**src/rtl/tdm_rx_pkg.sv**
```systemverilog
package tdm_rx_pkg;

    localparam int TAG_BITS   = 16;
    localparam int SLOT_BITS  = 20;
    localparam int LAST_SLOT  = 12;
    localparam int SAMPLE_W   = 18;
    localparam int INDEX_W    = 7;
    localparam int REG_W      = 16;
    localparam int ID_W       = 2;
    localparam int FRAME_BITS = TAG_BITS + LAST_SLOT * SLOT_BITS;
    localparam int SLOT_IDX_W = $clog2(LAST_SLOT + 1);
    localparam int BIT_IDX_W  = $clog2(SLOT_BITS);
    localparam int FCNT_W     = $clog2(FRAME_BITS) + 1;

    typedef logic [SLOT_IDX_W-1:0] slot_idx_t;

    typedef enum logic [ID_W-1:0] {
        ID_PRIMARY = 2'b00,
        ID_SEC_LOW = 2'b01,
        ID_SEC_MID = 2'b10,
        ID_SEC_TOP = 2'b11
    } codec_id_e;

    typedef struct packed {
        logic               rd;
        logic [INDEX_W-1:0] index;
        logic [REG_W-1:0]   wdata;
    } reg_cmd_t;

    typedef struct packed {
        logic [SAMPLE_W-1:0] left;
        logic [SAMPLE_W-1:0] right;
    } pcm_pair_t;

    function automatic slot_idx_t left_slot(input logic [ID_W-1:0] id);
        case (codec_id_e'(id))
            ID_SEC_TOP: return slot_idx_t'(6);
            ID_SEC_MID: return slot_idx_t'(7);
            default:    return slot_idx_t'(3);
        endcase
    endfunction

    function automatic slot_idx_t right_slot(input logic [ID_W-1:0] id);
        case (codec_id_e'(id))
            ID_SEC_TOP: return slot_idx_t'(9);
            ID_SEC_MID: return slot_idx_t'(8);
            default:    return slot_idx_t'(4);
        endcase
    endfunction

    // Valid tag of slot s sits at tag bit (TAG_BITS-1-s).
    function automatic logic slot_tag(input logic [TAG_BITS-1:0] tag, input slot_idx_t s);
        logic [3:0] pos;
        pos = 4'(TAG_BITS - 1) - 4'(s);
        return tag[pos];
    endfunction

endpackage

```
**src/rtl/tdm_rx_sampler.sv**
```systemverilog
module tdm_rx_sampler
    import tdm_rx_pkg::*;
(
    input  logic clk,
    input  logic rst,
    input  logic bit_clk,
    input  logic sync_in,
    input  logic sdata_in,
    output logic bit_stb,
    output logic sync_bit,
    output logic data_bit
);

    logic bclk_q;
    logic bclk_qq;

    always_ff @(posedge clk) begin
        if (rst) begin
            bclk_q   <= 1'b0;
            bclk_qq  <= 1'b0;
            sync_bit <= 1'b0;
            data_bit <= 1'b0;
        end else begin
            bclk_q   <= bit_clk;
            bclk_qq  <= bclk_q;
            sync_bit <= sync_in;
            data_bit <= sdata_in;
        end
    end

    // Falling edge of the bit clock, seen one system cycle late.
    assign bit_stb = bclk_qq & ~bclk_q;

    assert_fall_seen_R1: assert property (@(posedge clk) disable iff (rst)
        bit_stb |-> ($past(bit_clk, 2) && !$past(bit_clk)));

endmodule

```
**src/rtl/tdm_rx_framer.sv**
```systemverilog
module tdm_rx_framer
    import tdm_rx_pkg::*;
(
    input  logic      clk,
    input  logic      rst,
    input  logic      bit_stb,
    input  logic      sync_bit,
    output logic      take_bit,
    output logic      slot_end,
    output logic      frame_end,
    output logic      restart,
    output slot_idx_t slot
);

    logic                 active;
    logic                 sync_prev;
    logic [BIT_IDX_W-1:0] bitcnt;
    logic                 slot_last;
    logic [FCNT_W-1:0]    seen_bits;

    assign slot_last = (slot == '0) ? (bitcnt == BIT_IDX_W'(TAG_BITS - 1))
                                    : (bitcnt == BIT_IDX_W'(SLOT_BITS - 1));
    assign take_bit  = bit_stb & active;
    assign slot_end  = take_bit & slot_last;
    assign frame_end = slot_end & (slot == slot_idx_t'(LAST_SLOT));
    assign restart   = bit_stb & sync_bit & ~sync_prev;

    always_ff @(posedge clk) begin
        if (rst) begin
            active    <= 1'b0;
            sync_prev <= 1'b0;
            bitcnt    <= '0;
            slot      <= '0;
        end else if (bit_stb) begin
            sync_prev <= sync_bit;
            if (restart) begin
                active <= 1'b1;
                slot   <= '0;
                bitcnt <= '0;
            end else if (active) begin
                if (slot_last) begin
                    bitcnt <= '0;
                    if (slot == slot_idx_t'(LAST_SLOT)) begin
                        active <= 1'b0;
                        slot   <= '0;
                    end else begin
                        slot <= slot + slot_idx_t'(1);
                    end
                end else begin
                    bitcnt <= bitcnt + BIT_IDX_W'(1);
                end
            end
        end
    end

    // Separate running count of accepted bits since the last frame start.
    always_ff @(posedge clk) begin
        if (rst) begin
            seen_bits <= '0;
        end else if (restart) begin
            seen_bits <= '0;
        end else if (take_bit) begin
            seen_bits <= seen_bits + FCNT_W'(1);
        end
    end

    assert_frame_len_R2: assert property (@(posedge clk) disable iff (rst)
        frame_end |-> (seen_bits == FCNT_W'(FRAME_BITS - 1)));

    assert_restart_R9: assert property (@(posedge clk) disable iff (rst)
        restart |=> (active && slot == '0 && bitcnt == '0));

endmodule

```
**src/rtl/tdm_rx_decoder.sv**
```systemverilog
module tdm_rx_decoder
    import tdm_rx_pkg::*;
(
    input  logic            clk,
    input  logic            rst,
    input  logic            take_bit,
    input  logic            data_bit,
    input  logic            slot_end,
    input  logic            frame_end,
    input  slot_idx_t       slot,
    input  logic [ID_W-1:0] codec_id,
    output logic            cmd_valid,
    output reg_cmd_t        cmd,
    output logic            pcm_valid,
    output pcm_pair_t       pcm
);

    logic [SLOT_BITS-2:0] shreg;
    logic [SLOT_BITS-1:0] word;
    logic [TAG_BITS-1:0]  tag_q;
    logic                 rd_q;
    logic [INDEX_W-1:0]   idx_q;
    logic [REG_W-1:0]     wdat_q;
    logic [SAMPLE_W-1:0]  left_q;
    logic [SAMPLE_W-1:0]  right_q;
    slot_idx_t            ls;
    slot_idx_t            rs;
    logic                 cmd_ok;

    assign word   = {shreg, data_bit};
    assign ls     = left_slot(codec_id);
    assign rs     = right_slot(codec_id);
    assign cmd_ok = slot_tag(tag_q, slot_idx_t'(1)) &
                    (rd_q | slot_tag(tag_q, slot_idx_t'(2)));

    always_ff @(posedge clk) begin
        if (rst) begin
            shreg <= '0;
        end else if (take_bit) begin
            shreg <= word[SLOT_BITS-2:0];
        end
    end

    always_ff @(posedge clk) begin
        if (rst) begin
            tag_q   <= '0;
            rd_q    <= 1'b0;
            idx_q   <= '0;
            wdat_q  <= '0;
            left_q  <= '0;
            right_q <= '0;
        end else if (slot_end) begin
            if (slot == slot_idx_t'(0)) tag_q <= word[TAG_BITS-1:0];
            if (slot == slot_idx_t'(1)) begin
                rd_q  <= word[SLOT_BITS-1];
                idx_q <= word[SLOT_BITS-2 -: INDEX_W];
            end
            if (slot == slot_idx_t'(2)) wdat_q  <= word[SLOT_BITS-1 -: REG_W];
            if (slot == ls)             left_q  <= word[SLOT_BITS-1 -: SAMPLE_W];
            if (slot == rs)             right_q <= word[SLOT_BITS-1 -: SAMPLE_W];
        end
    end

    always_ff @(posedge clk) begin
        if (rst) begin
            cmd_valid <= 1'b0;
            pcm_valid <= 1'b0;
            cmd       <= '0;
            pcm       <= '0;
        end else begin
            cmd_valid <= 1'b0;
            pcm_valid <= 1'b0;
            if (frame_end && tag_q[TAG_BITS-1]) begin
                pcm_valid  <= 1'b1;
                pcm.left   <= slot_tag(tag_q, ls) ? left_q  : '0;
                pcm.right  <= slot_tag(tag_q, rs) ? right_q : '0;
                if (cmd_ok) begin
                    cmd_valid <= 1'b1;
                    cmd.rd    <= rd_q;
                    cmd.index <= idx_q;
                    cmd.wdata <= rd_q ? '0 : wdat_q;
                end
            end
        end
    end

    assert_hold_pcm_R3: assert property (@(posedge clk) disable iff (rst)
        !pcm_valid |-> $stable(pcm));

    assert_hold_cmd_R3: assert property (@(posedge clk) disable iff (rst)
        !cmd_valid |-> $stable(cmd));

    assert_read_nodata_R5: assert property (@(posedge clk) disable iff (rst)
        (cmd_valid && cmd.rd) |-> (cmd.wdata == '0));

    assert_cmd_in_frame_R6: assert property (@(posedge clk) disable iff (rst)
        cmd_valid |-> pcm_valid);

    assert_untagged_zero_R8: assert property (@(posedge clk) disable iff (rst)
        (pcm_valid && !slot_tag(tag_q, ls)) |-> (pcm.left == '0));

    assert_one_pulse_R10: assert property (@(posedge clk) disable iff (rst)
        pcm_valid |=> !pcm_valid);

endmodule

```
**src/rtl/tdm_frame_rx.sv**
```systemverilog
module tdm_frame_rx
    import tdm_rx_pkg::*;
(
    input  logic                clk,
    input  logic                rst,
    input  logic                bit_clk,
    input  logic                sync_in,
    input  logic                sdata_in,
    input  logic [ID_W-1:0]     codec_id,
    output logic                cmd_valid,
    output logic                cmd_read,
    output logic [INDEX_W-1:0]  cmd_index,
    output logic [REG_W-1:0]    cmd_wdata,
    output logic                pcm_valid,
    output logic [SAMPLE_W-1:0] pcm_left,
    output logic [SAMPLE_W-1:0] pcm_right
);

    logic      bit_stb;
    logic      sync_bit;
    logic      data_bit;
    logic      take_bit;
    logic      slot_end;
    logic      frame_end;
    logic      restart;
    slot_idx_t slot;
    reg_cmd_t  cmd;
    pcm_pair_t pcm;

    tdm_rx_sampler u_sampler (
        .clk      (clk),
        .rst      (rst),
        .bit_clk  (bit_clk),
        .sync_in  (sync_in),
        .sdata_in (sdata_in),
        .bit_stb  (bit_stb),
        .sync_bit (sync_bit),
        .data_bit (data_bit)
    );

    tdm_rx_framer u_framer (
        .clk       (clk),
        .rst       (rst),
        .bit_stb   (bit_stb),
        .sync_bit  (sync_bit),
        .take_bit  (take_bit),
        .slot_end  (slot_end),
        .frame_end (frame_end),
        .restart   (restart),
        .slot      (slot)
    );

    tdm_rx_decoder u_decoder (
        .clk       (clk),
        .rst       (rst),
        .take_bit  (take_bit),
        .data_bit  (data_bit),
        .slot_end  (slot_end),
        .frame_end (frame_end),
        .slot      (slot),
        .codec_id  (codec_id),
        .cmd_valid (cmd_valid),
        .cmd       (cmd),
        .pcm_valid (pcm_valid),
        .pcm       (pcm)
    );

    assign cmd_read  = cmd.rd;
    assign cmd_index = cmd.index;
    assign cmd_wdata = cmd.wdata;
    assign pcm_left  = pcm.left;
    assign pcm_right = pcm.right;

endmodule

```
**config.mk**
```make
export PLATFORM = sky130hd
export DESIGN_NAME = tdm_frame_rx
export DESIGN_NICKNAME = d
export VERILOG_FILES = /design/src/rtl/tdm_rx_pkg.sv /design/src/rtl/tdm_rx_sampler.sv /design/src/rtl/tdm_rx_framer.sv /design/src/rtl/tdm_rx_decoder.sv /design/src/rtl/tdm_frame_rx.sv
export SDC_FILE = /design/constraint.sdc
export NUM_CORES = 1
export LEC_CHECK = 0
export BUFFER_PORTS_ARGS = -buffer_cell sky130_fd_sc_hd__buf_2
export CORE_ASPECT_RATIO = 0.8
export CORE_MARGIN = 1.5
export CORE_UTILIZATION = 36
export CTS_CLUSTER_SIZE = 20
export DETAILED_ROUTE_END_ITERATION = 16
export PLACE_DENSITY_LB_ADDON = 0.08
export SKIP_LAST_GASP = 1
export SLEW_MARGIN = 20
export SYNTH_ARGS = -nofsm -noshare
export SYNTH_HDL_FRONTEND = slang
export SYNTH_SLANG_ARGS = --single-unit
```
**constraint.sdc**
```tcl
create_clock -name clk -period 4.3 [get_ports clk]
set_input_delay 0.86 -clock clk [delete_from_list [all_inputs] [get_ports clk]]
set_output_delay 0.86 -clock clk [all_outputs]
set_load 0.005 [all_outputs]
```
Yosys cells after proc, flatten, opt, wreduce, memory -nomap -nowiden. Cells that the tools add are included.

Multipliers: 0. Equal/unequal tests: 9. $lt $le $gt $ge: 2. Add/sub/neg operators: 4. Bitwise gates (word level): 11. Shift-type cells: 0. Div/mod/pow operators: 0. Reduce and logical (&&, ||, !) cells: 13. Multiplexer cells: 23.

Operators by type and width (count): $mux W18 (2); $mux W16 (1); $mux W4 (4); $mux W5 (3); $reduce_and A2 Y1 (7); $lt A4 B5 Y1 const B (2); $mux W1 (9); $bmux W1 S4 (2); $pmux W4 S2 (1); $and A1 B1 Y1 (7); $pmux W3 S2 (1); $add A5 B1 Y5 const B (1); $eq A5 B4 Y1 const B (1); $eq A5 B5 Y1 const B (1); $add A4 B1 Y4 const B (1); $eq A2 B2 Y1 const B (2); $eq A4 B1 Y1 const B (1); $eq A4 B2 Y1 const B (1); $eq A4 B3 Y1 (1); $eq A4 B4 Y1 (1); $eq A4 B4 Y1 const B (1); $logic_not A4 Y1 (1); $reduce_bool A2 Y1 (2); $sub A4 B3 Y4 const A (1); other kinds (6) (8).

Bits in writable memories: 0. Bits in registers: 172. Memories: 0. Word-level logic and storage cells: 84. Bits in read-only memories: 0. Output and inout port bits: 62. Bits of input ports: 7. Bits in latches: 0.

Depth between registers and ports, before layout. Gate-level depths: netlist of the first run.

Depth after elaboration: 8. Mapped depth: 11.

Cells and area by module. A second synthesis of the first run with hierarchy kept.

Cells, all modules: 656. Area, all modules: 6175.9 µm².

By module, submodules not included: tdm_rx_decoder (cells an instance 575, sequential area each 3002.9 µm², times used 1, area an instance 5447.7 µm²); tdm_rx_framer (cells an instance 72, sequential area each 220.2 µm², times used 1, area an instance 614.3 µm²); tdm_rx_sampler (cells an instance 9, sequential area each 80.1 µm², times used 1, area an instance 113.9 µm²).

Least setup slack after synthesis of the first run. Ideal clock, no wire load.

Path kind: reg2reg. Start point: register u_framer.slot[0]. End point: register u_decoder.wdat_q[10]. Path slack: 1.938 ns. Required time: 4.172 ns. Buffers on the path: 3. Cell stages (with the launch flop): 10. Clock period less this slack: 2.362 ns. Data arrival time: 2.234 ns. Cells stage by stage: dfxtp_1 > clkbuf_1 > inv_1 > ha_1 > and4b_1 > buf_2 > o2111ai_2 > buf_2 > mux2i_1 > nor2_1.

Longest elaborated chain between the ends: 4. Elaborated cells on any way between the ends: 5.

Ends and longest elaborated chain: from (decl) (RTL line tdm_rx_framer.sv:12) `output slot_idx_t slot`; from (signal assigned) (RTL line tdm_rx_framer.sv:47) `slot <= slot + slot_idx_t'(1);`; $logic_not A4 Y1 (RTL line tdm_rx_framer.sv:21) `assign slot_last = (slot == '0) ? (bitcnt == BIT_IDX_W'(TAG_BITS - 1))`; $mux W1 (RTL line tdm_rx_framer.sv:21); $and A1 B1 Y1 (RTL line tdm_rx_framer.sv:24) `assign slot_end = take_bit & slot_last;`; $reduce_and A2 Y1 (no line) *; to (signal assigned) (RTL line tdm_rx_decoder.sv:58) `if (slot == slot_idx_t'(2)) wdat_q <= word[SLOT_BITS-1 -: REG_W];`; to (decl) (RTL line tdm_rx_decoder.sv:23) `logic [REG_W-1:0] wdat_q;`.

Mark *: on every way between the ends. The rest lies on a longest branch, timed or not. A chain may end at the register's enable or synchronous reset.

Worst setup path in the final report of the first run.
Start point: register u_framer.slot[0]. End point: register u_decoder.pcm[22] (netlist name).

Longest elaborated chain between the ends: 5. Elaborated cells on any way between the ends: 6.

Ends and longest elaborated chain: $logic_not A4 Y1 (RTL line tdm_rx_framer.sv:21); $mux W1 (RTL line tdm_rx_framer.sv:21); $and A1 B1 Y1 (RTL line tdm_rx_framer.sv:24); $and A1 B1 Y1 * (RTL line tdm_rx_framer.sv:25) `assign frame_end = slot_end & (slot == slot_idx_t'(LAST_SLOT));`; $logic_and A1 B1 Y1 * (RTL line tdm_rx_decoder.sv:73) `if (frame_end && tag_q[TAG_BITS-1]) begin`.

Marks and branches as above.

==> results of run 1 <==
## final cells by class
class	instances	area (sq um)	share of cell area, %
tap	258	323	4.01
clock inverter	13	149	1.85
inverter	4	15.0	0.186
clock buffer	19	453	5.63
timing repair buffer	80	437	5.42
multi-input combinational	478	3370	41.9
sequential	165	3300	41.0
## metal layers
layer / vias up / part of all wire, % / track usage [%]
li1: 2555 / - / -
met1: 2458 / 50 / 25.1
met2: 79 / 45 / 25.0
met3: 12 / 4.5 / 3.66
met4: 0 / 0.69 / 5.39
met5: - / 0 / 0
## kinds of logic after synthesis
logic type,synth area share [%]
simple gates,19.3
compound gates,12.2
flops,47.5
mux,15.4
xor+xnor,0.378
buf+inv,4.25
fa+ha+maj,0.900
## synthesized netlist by cell type, drive strengths merged, types with 3 or more instances
cell | number | area [sq um]
a211o | 36 | 315
a21oi | 52 | 260
buf | 14 | 108
clkbuf | 46 | 173
dfxtp | 165 | 3300
ha | 5 | 62.6
inv | 4 | 15.0
mux2i | 107 | 1070
nand2 | 47 | 176
nand2b | 92 | 576
nand3 | 14 | 70.1
nand4b | 16 | 140
nor2 | 39 | 146
nor2b | 5 | 31.3
nor3 | 3 | 20.0
nor4 | 3 | 40.0
o2111ai | 3 | 38.8
o21ai | 29 | 145
or4 | 3 | 22.5
## path summary, 6_finish.rpt
check / startpoint / cells after the start / endpoint
worst max-delay path: u_framer.slot[0] / 7 / u_decoder.pcm[22]
worst min-delay path: u_sampler.data_bit / 2 / u_decoder.shreg[0]
worst max register to register: u_framer.slot[0] / 7 / u_decoder.pcm[22]
worst min register to register: u_sampler.data_bit / 2 / u_decoder.shreg[0]
## per-stage QoR
step | setup WS, ps | cell area, sq um | std cells
after floorplan | 1940 | 6950 | 707
after global placement | 1680 | 7430 | 984
after detailed placement | 1630 | 7430 | 984
after CTS | 1610 | 8030 | 1016
after global routing | 1500 | 8050 | 1017
final | 1660 | 8050 | 1017
## sequential cells by signal, indices dropped and copies added (netlist names), 4 cells and up
register and cells:
u_decoder.tag_q 9, u_decoder.left_q 18, u_decoder.shreg 19, u_framer.slot 4
u_decoder.wdat_q 16, u_decoder.idx_q 7, u_decoder.cmd 24, u_decoder.right_q 18
u_framer.bitcnt 5, u_decoder.pcm 36
## worst register-to-register path, cell delays in order (launching register included)
cell	delay, ps
dfxtp_1	410
inv_1	150
ha_1	270
or3b_1	430
a32oi_4	250
or3_2	230
buf_4	520
mux2i_1	310
## power groups by stage
| stage | clock [W] | combinational (W) | sequential, W |
|---|---|---|---|
| 3_3_place_gp | 0 | 0.0000589 | 0.00157 |
| 4_1_cts | 0.00158 | 0.0000600 | 0.00153 |
| 5_1_grt | 0.00164 | 0.0000648 | 0.00153 |
| 3_5_place_dp | 0 | 0.0000600 | 0.00157 |
| 6_report | 0.00154 | 0.0000596 | 0.00153 |
| 2_1_floorplan | 0 | 0.0000443 | 0.00157 |
==> summary.md, run 1 <==
| Metric | Value |
|---|---|
| Status | `finished clean` |
| Layout cells sized above 1 | `16.6%` |
| CP Class | `reg2reg` |
| YS warnings | `0` |
| Post-synthesis instance area | `0.00695 sq mm` |
| Postcts setup bufs | `0` |
| Die area | `0.0201 sq mm` |
| Fill cells | `1880` |
| Min Clock Period, post-route | `2640 ps` |
| Post-DR vias/cell | `5.02` |
| RSZ-0062 raised after global routing | `false` |
| Total GRT Usage | `17.2%` |
| CP Buf/Inv Count | `2` |
| Clk root buf | `clkbuf_16` |
| Slowest stage cell, crit path | `buf_4` |
| Largest net degree at the start of global routing | `137` |
| Layout Nets | `758` |
| Cell-internal power | `0.00244 W` |
| CP max FO | `36` |
| Number of iterations in the first detailed-routing pass | `4` |
| Psw | `0.000686 W` |
| CP endpoint kind | `register` |
| Number of buffers created by CTS | `17` |
| Max Root-Sink Buffers | `2` |
| Vias in the first global route | `4845` |
| Max-slew violations | `0` |
| FP Rows | `45` |
| Synth Instances | `707` |
| Slew margin rel. | `45.5%` |
| Startpoint types | `register` |
| Net switching fraction of the power | `21.9%` |
| Delay-heaviest family, CP | `buffers and inverters` |
| Slew @ Worst Pin | `818 ps` |
| CTS H-tree depth | `4` |
| Critical path arrival | `2990 ps` |
| Top_reg_cell synth | `dfxtp_1` |
| # resized after CTS | `0` |
| Starting Density | `36.7%` |
| Drt drc | `0` |
| Worst-path cell chain | `inv_1, ha_1, or3b_1, a32oi_4, or3_2, buf_4, mux2i_1` |
| Part of the Yosys area used for sequential elements | `47.5%` |
| Vias | `5104` |
| Pleak | `3.29 nW` |
| Clk pwr share | `49.2%` |
| Post-Syn Nets | `719` |
| Setup_tns | `0 ps` |
| Combinational power share | `1.9%` |
| Chip Height | `127 microns` |
| GP Congestion | `0.746` |
| CP required | `4650 ps` |
| Seq pwr share | `48.9%` |
| Total Power | `0.00313 W` |
| TritonCTS Sinks | `165` |
| Fin util | `42.6%` |
| Leading cell type in the layout, fill and taps excluded | `dfxtp_1` |
| First-pass GRT wire length | `26.5 mm` |
| Avg Cell Area, Syn | `9.83 sq um` |
| IO Pins | `69` |
| Worst-path clk slew | `60 ps` |
| CTS tree | `done` |
| Ys async rst share | `0%` |
| Most frequent cells in the layout | `165 x dfxtp_1, 107 x mux2i_1, 92 x nand2b_1` |
| Inserted Diodes | `0` |
| Grt total ovfl | `0` |
| Die width | `158 microns` |
| Synth Register Bits | `165` |
| R2R setup slack | `1660 ps` |
| Post-synth EDFFs | `0` |
| Final WL | `16.5 mm` |
| Hold slack | `444 ps` |
| Pwr Density | `389 mW/mm^2` |
| Max stage delay on crit path | `520 ps` |
| Clk Latency, worst-skew pair | `430 ps` |
| Post-route clock period utilization | `61.5%` |
| PortBufs | `68` |
| Final Hold Viols | `0` |
| Max cap viols | `0` |
| Worst min path class | `reg2reg` |
| WL/cell | `16.3 microns` |
| Area Growth Syn to Fin | `15.9%` |
| Fmax achieved | `378 MHz` |
| Initial antenna violation count | `0` |
| Final ANT Viol Nets | `0` |
| Max rail drop VDD | `240 uV` |
| 1st-iter DRT viols | `255` |
| Post-CTS Hold Fix Bufs | `0` |
| Setup violators final | `0` |
| Final Skew | `10.8 ps` |
| Yosys cell types | `47` |
| Core footprint | `0.0189 sq mm` |
| DP Wirelength | `10.9 mm` |
Power figures use the tool's default switching activity.
==> inputs of run 2 (changes only) <==
--- a/config.mk
+++ b/config.mk
@@ -5,6 +5,7 @@
 export SDC_FILE = /design/constraint.sdc
 export NUM_CORES = 1
 export LEC_CHECK = 0
+export ABC_AREA = 1
 export BUFFER_PORTS_ARGS = -buffer_cell sky130_fd_sc_hd__buf_2
 export CORE_ASPECT_RATIO = 0.8
 export CORE_MARGIN = 1.5
==> constraint.sdc (replaced) <==
create_clock -name clk -period 2.4 [get_ports clk]
set_input_delay 0.48 -clock clk [delete_from_list [all_inputs] [get_ports clk]]
set_output_delay 0.48 -clock clk [all_outputs]
set_load 0.005 [all_outputs]
==> run 2 against run 1 <==
Critical endpoint is now u_decoder.pcm[17]. Clock power grew 90%. Critical path type unchanged. Via count grew 6.8%. Clock skew is 0.54 ps lower. Sequential power is 79% higher.
==> summary.md, run 2 <==
| Metric | Value |
|---|---|
| Post-DR vias/cell | `4.45` |
| Clk pwr share | `50.6%` |
| Vias in the first global route | `5015` |
| Main combinational cell family by area after synthesis | `simple AND/OR/NAND/NOR gates` |
| TritonCTS Sinks | `165` |
| Pleak | `3.71 nW` |
| Postcts setup bufs | `0` |
| CP endpoint kind | `register` |
| # resized after CTS | `0` |
| Post-Synth XOR/XNOR Area | `0.661%` |
| Setup_tns | `0 ps` |
| Min Clock Period, post-route | `2060 ps` |
| CTS H-tree depth | `4` |
| Cell-internal power | `0.00457 W` |
| WL/cell | `12.8 microns` |
| Post-Syn Nets | `940` |
| Part of the Yosys area used for sequential elements | `49.9%` |
| Post-synthesis simple-gate area fraction | `32.3%` |
| Post-synthesis instance area | `0.00662 sq mm` |
| Vias | `5453` |
| CP required | `2720 ps` |
| Seq pwr share | `47.5%` |
| Worst min path class | `in2reg` |
| Most frequent cell on the critical path | `nand3_1` |
| Post-CTS Hold Fix Bufs | `0` |
| Total GRT Usage | `17.1%` |
| Drt drc | `0` |
| CP max FO | `20` |
| 1st-iter DRT viols | `287` |
| Die area | `0.0192 sq mm` |
| Combinational power share | `1.8%` |
| Largest net degree at the start of global routing | `69` |
| Post-route clock period utilization | `85.8%` |
| Core footprint | `0.0181 sq mm` |
| Top_reg_cell synth | `dfxtp_1` |
| Synth Area in Adders | `0.945%` |
| Psw | `0.00120 W` |
| Leading cell type in the layout, fill and taps excluded | `nor2_1` |
| Number of buffers created by CTS | `17` |
| CTS tree | `done` |
| Slew margin rel. | `68.9%` |
| Yosys cell types | `33` |
| Layout Nets | `994` |
| Startpoint types | `register` |
| Synth Instances | `928` |
| Final Hold Viols | `0` |
| Grt total ovfl | `0` |
| GP Congestion | `0.730` |
| Max stage delay on crit path | `440 ps` |
| Max Root-Sink Buffers | `2` |
| Synth area leader | `dfxtp_1` |
| Min-delay src | `sdata_in` |
| Top cells by count, synth | `236 x nor2_1, 208 x nand2_1, 165 x dfxtp_1` |
| Worst-path cell chain | `inv_1, ha_1, nand3_1, nand3_4, nor2_4, nand2_2, buf_4, nand3_1, nand2_1` |
| Area Growth Syn to Fin | `18.1%` |
| RSZ-0062 raised after global routing | `false` |
| Initial antenna violation count | `0` |
| CP Buf/Inv Count | `2` |
| Max cap viols | `0` |
| Die width | `155 microns` |
| Max reg flops | `36` |
| Critical path arrival | `2380 ps` |
| Clk Latency, worst-skew pair | `420 ps` |
| Count leader, synth | `nor2_1` |
| Clk root buf | `clkbuf_16` |
| Inserted Diodes | `0` |
| First-pass GRT wire length | `26.1 mm` |
| Slowest stage cell, crit path | `dfxtp_1` |
| Ys async rst share | `0%` |
| Max-slew violations | `0` |
| Fin util | `43.3%` |
| Final Skew | `10.2 ps` |
| Most frequent cells in the layout | `236 x nor2_1, 208 x nand2_1, 165 x dfxtp_1` |
| DP Wirelength | `9.98 mm` |
| Status | `finished clean` |
| Setup violators final | `0` |
| Starting Density | `36.7%` |
| Fmax achieved | `486 MHz` |
| Reg with most FFs | `u_decoder.pcm` |
| PortBufs | `68` |
| Final WL | `15.7 mm` |
| Pwr Density | `738 mW/mm^2` |
| Synth Register Bits | `165` |
| Layout cells sized above 1 | `13.6%` |
| Number of iterations in the first detailed-routing pass | `5` |
| Delay-heaviest family, CP | `simple AND/OR/NAND/NOR gates` |
| Slew @ Worst Pin | `465 ps` |
| FF-to-FF Start | `u_framer.slot[1]` |
| Avg Cell Area, Syn | `7.14 sq um` |
| Post-synth EDFFs | `0` |
| Mux share of post-synthesis cell area | `0%` |
| Final ANT Viol Nets | `0` |
| Compound-Gate Fraction of Synth Area | `7.94%` |
| CP Class | `reg2reg` |
| Worst-path clk slew | `60 ps` |
| FP Rows | `44` |
| IO Pins | `69` |
| Yosys top cell area share | `49.9%` |
| Net switching fraction of the power | `20.8%` |
| CP startpoint | `u_framer.slot[1]` |
| Chip Height | `124 microns` |
| YS warnings | `0` |
| Max rail drop VDD | `464 uV` |
| Area contributors post-synth | `dfxtp_1 50%, nor2_1 13%, nand2_1 12%, inv_1 4.7%, o21ai_0 4.4%` |
| Top Registers | `u_decoder.pcm x36, u_decoder.cmd x24, u_decoder.shreg x19` |
## run 2: cell types whose count changed in the layout (fill, tap and decap cells not counted), moves of 36 or more
cell      previous run  this run
nand2_1             46       208
nor2_1              38       236
mux2i_1            107         0
nand2b_1            92         1
o21ai_0             22        58
a211o_1             36         0
inv_1                4        83
## run 2: cells by family after synthesis
family          Yosys count
simple gates            515
flops                   165
buf+inv                 136
compound gates          102
xor+xnor                  5
fa+ha+maj                 5
## run 2: layer usage
metal / wire length (microns) / part of all wire [%] / global-route usage, %
met4: 82 / 0.52 / 5.09
met3: 676 / 4.3 / 4.04
met5: 0 / 0 / 0
met2: 6630 / 42 / 25.2
met1: 8310 / 53 / 24.8
## run 2: worst reg2reg max path, stage by stage (launching register included)
cell     delay [ps]
dfxtp_1         440
inv_1           110
ha_1            230
nand3_1         130
nand3_4         130
nor2_4          190
nand2_2         260
buf_4           320
nand3_1         100
nand2_1          50
## run 2: area by class of cell
cell class	instances	area, sq um
sequential	165	3300
timing repair buffer	81	488
fill	1915	10200
multi-input combinational	627	2770
tap	230	288
inverter	90	343
clock inverter	11	171
clock buffer	21	460
## run 2: power by group through the flow
stage | clock [W] | sequential [W] | combinational [W]
finish | 0.00292 | 0.00274 | 0.000107
global route | 0.00313 | 0.00274 | 0.000120
CTS | 0.00301 | 0.00274 | 0.000109
detailed placement | 0 | 0.00281 | 0.000109
global placement | 0 | 0.00281 | 0.000109
floorplan | 0 | 0.00281 | 0.0000724
## run 2: final timing paths
check / endpoint / slack, ps / cells past startpoint
setup reg to reg: u_decoder.pcm[17] / 340 / 9
setup / recovery: u_decoder.pcm[17] / 340 / 9
hold / removal: u_sampler.data_bit / 260 / 3
hold reg to reg: u_sampler.bclk_qq / 430 / 2
## run 2: stage by stage
stage	power (W)	hold WS, ps	instance area [sq um]	setup WS [ps]	cells
after global placement	0.00291	425	7190	371	1193
after detailed placement	0.00291	428	7190	323	1193
after global routing	0.00599	259	7820	151	1225
after CTS	0.00586	239	7820	310	1225
after floorplan	0.00288	410	6620	734	928
final	0.00577	258	7820	341	1225
==> inputs of run 3 (changes only) <==
--- a/config.mk
+++ b/config.mk
@@ -17,4 +17,5 @@
 export SLEW_MARGIN = 20
 export SYNTH_ARGS = -nofsm -noshare
 export SYNTH_HDL_FRONTEND = slang
+export SYNTH_HIERARCHICAL = 1
 export SYNTH_SLANG_ARGS = --single-unit
==> run 3 against run 2 <==
Routed wire length increased by 2.7%. Power grew 0.31%. Critical endpoint is now u_decoder/right_q[6]. Clock power about the same. Clock skew is 1.9 ps lower. Register-to-register slack got worse by 98 ps. Combinational power is 34% higher. Sequential power barely moved. Synthesized cell count fell by 5.8%. Design area fell by 0.50%. Non-clock buffer count up 10. Cell count fell by 4.4%.
==> summary.md, run 3 <==
| Metric | Value |
|---|---|
| Status | `finished clean` |
| Fill cells | `1903` |
| Max Root-Sink Buffers | `2` |
| Slew @ Worst Pin | `703 ps` |
| Top cells by count, synth | `165 x dfxtp_1, 132 x a21oi_1, 126 x nand2_1` |
| Post-route clock period utilization | `89.9%` |
| CP max FO | `36` |
| Clk Latency, worst-skew pair | `440 ps` |
| CP Class | `reg2reg` |
| Psw | `0.00126 W` |
| Reg with most FFs | `u_decoder/pcm` |
| Final worst slack | `243 ps` |
| Slew margin rel. | `52.9%` |
| Pleak | `3.30 nW` |
| CTS tree | `done` |
| Fin util | `43.1%` |
| Worst-path cell chain | `inv_1, ha_1, nand2_2, nor2_1, nor2_2, nand3_4, clkinv_2, inv_1, nor2_2, nand2_1, nor2_4, buf_12, nand3_1, nand2_1, nor2_1` |
| Max-slew violations | `0` |
| Layout Nets | `938` |
| Avg Cell Area, Syn | `7.55 sq um` |
| PortBufs | `68` |
| Cell-internal power | `0.00453 W` |
| Core footprint | `0.0181 sq mm` |
| Pwr Density | `744 mW/mm^2` |
| Final Hold Viols | `0` |
| Min Clock Period, post-route | `2160 ps` |
| Max cap viols | `0` |
| Max rail drop VDD | `405 uV` |
| CTS H-tree depth | `4` |
| DP Wirelength | `10.5 mm` |
| Max stage delay on crit path | `320 ps` |
| Ys async rst share | `0%` |
| Total GRT Usage | `17.9%` |
| Post-Syn Nets | `884` |
| Startpoint types | `register` |
| Vias | `5566` |
| Max reg flops | `36` |
| Layout cells sized above 1 | `15.1%` |
| Synth Register Bits | `165` |
| YS warnings | `6` |
| Synth area leader | `dfxtp_1` |
| Area contributors post-synth | `dfxtp_1 50%, a21oi_1 10%, nand3_1 7.4%, nand2_1 7.2%, o21ai_0 6.1%` |
| Count leader, synth | `dfxtp_1` |
| Chip Height | `124 microns` |
| Leading cell type in the layout, fill and taps excluded | `dfxtp_1` |
| WL/cell | `13.8 microns` |
| Final Skew | `8.32 ps` |
| Initial antenna violation count | `0` |
| Area Growth Syn to Fin | `17.9%` |
| Starting Density | `36.6%` |
| Post-CTS Hold Fix Bufs | `0` |
| TritonCTS Sinks | `165` |
| Post-DR vias/cell | `4.75` |
| FP Rows | `44` |
| Synth Instances | `874` |
| Clk pwr share | `50.1%` |
| Final ANT Viol Nets | `0` |
| Setup violators final | `0` |
| RSZ-0062 raised after global routing | `true` |
| Largest net degree at the start of global routing | `73` |
| Drt drc | `0` |
| Post-Layout Cell Count | `1171` |
| First-pass GRT wire length | `26.6 mm` |
| CP endpoint kind | `register` |
| Final WL | `16.1 mm` |
| Combinational power share | `2.5%` |
| Post-synthesis instance area | `0.00660 sq mm` |
| Top_reg_cell synth | `dfxtp_1` |
| Yosys top cell area share | `50.0%` |
| Place WS | `159 ps` |
| Inserted Diodes | `0` |
| 1st-iter DRT viols | `420` |
| Vias in the first global route | `5084` |
| Net switching fraction of the power | `21.8%` |
| Grt total ovfl | `0` |
| Post-synth EDFFs | `0` |
| Most frequent cells in the layout | `165 x dfxtp_1, 132 x a21oi_1, 126 x nand2_1` |
| Worst-path clk slew | `60 ps` |
| Setup_tns | `0 ps` |
| Die width | `154 microns` |
| Die area | `0.0192 sq mm` |
| Yosys cell types | `33` |
| Hold slack | `244 ps` |
| Number of iterations in the first detailed-routing pass | `5` |
| Seq pwr share | `47.4%` |
| Worst min path class | `in2reg` |
| Post-Place Cells | `1137` |
| Critical path arrival | `2490 ps` |
| Clk root buf | `clkbuf_16` |
| Slowest stage cell, crit path | `dfxtp_1` |
| IO Pins | `69` |
| Part of the Yosys area used for sequential elements | `50.0%` |
| GP Congestion | `0.775` |
| Fmax achieved | `464 MHz` |
| CP required | `2730 ps` |
| Top Registers | `u_decoder/pcm x36, u_decoder/cmd x24, u_decoder/shreg x19` |
| Number of buffers created by CTS | `17` |
-- run 3: cell count changes after synthesis, moves of 4 or more --
cell and delta:
a21oi_1 +104, buf_2 +4, buf_6 +5, inv_1 -7, nand2_1 -82, nand3_1 +49
nor2_1 -130, nor2_2 +4, o21ai_0 +23, o21ai_1 -13
-- run 3: timing repair --
action | in CTS | in global routing
resized for setup | 0 | 1
buffers inserted | 0 | 2
setup endpoints to repair | 0 | 9
-- run 3: worst max-delay path: cells and delay by family (launching register included) --
| family | cells | cell delay [ps] |
|---|---|---|
| and+or+nand+nor | 10 | 1030 |
| buffers and inverters | 4 | 430 |
| DFF | 1 | 320 |
| adders and majority gates | 1 | 250 |
-- run 3: final cells by class --
type,instances,area (sq um),area share [%]
Clock buffer,22,484,6.22
Sequential cell,165,3300,42.4
Inverter,80,304,3.91
Clock inverter,10,143,1.83
Multi-Input combinational cell,573,2700,34.7
Tap cell,230,288,3.70
Timing Repair Buffer,91,563,7.23
-- run 3: power groups by stage --
stage | logic (W) | registers (W) | clock network (W)
2_1_floorplan | 0.000104 | 0.00281 | 0
3_3_place_gp | 0.000145 | 0.00281 | 0
3_5_place_dp | 0.000145 | 0.00281 | 0
4_1_cts | 0.000145 | 0.00274 | 0.00298
5_1_grt | 0.000164 | 0.00274 | 0.00309
6_report | 0.000143 | 0.00275 | 0.00290
-- run 3: worst paths after layout --
check                                             to  slack, ps             start  cells after the start
worst max-delay path            u_decoder/right_q[6]        240  u_framer/slot[0]                     15
worst min-delay path              u_sampler/data_bit        240          sdata_in                      3
worst max register to register  u_decoder/right_q[6]        240  u_framer/slot[0]                     15
worst min register to register     u_sampler/bclk_qq        420  u_sampler/bclk_q                      2
-- run 3: cell families after synthesis --
family / count (synthesis) / share of synthesized area [%]
flops: 165 / 50.0
fa+ha+maj: 3 / 0.569
xor+xnor: 2 / 0.265
compound gates: 219 / 17.0
buf+inv: 136 / 9.17
simple gates: 349 / 22.9
-- run 3: per-layer routing --
| layer | share of wire, % | global-route usage (%) |
|---|---|---|
| met3 | 4.0 | 4.00 |
| met5 | 0 | 0 |
| met4 | 1.7 | 6.97 |
| met1 | 53 | 25.7 |
| met2 | 41 | 26.0 |
-- run 3: per-stage QoR --
step	instance area [sq um]	power (W)
after floorplan	6600	0.00291
after global placement	7140	0.00295
after detailed placement	7140	0.00295
after CTS	7760	0.00587
after global routing	7780	0.00600
final	7780	0.00579
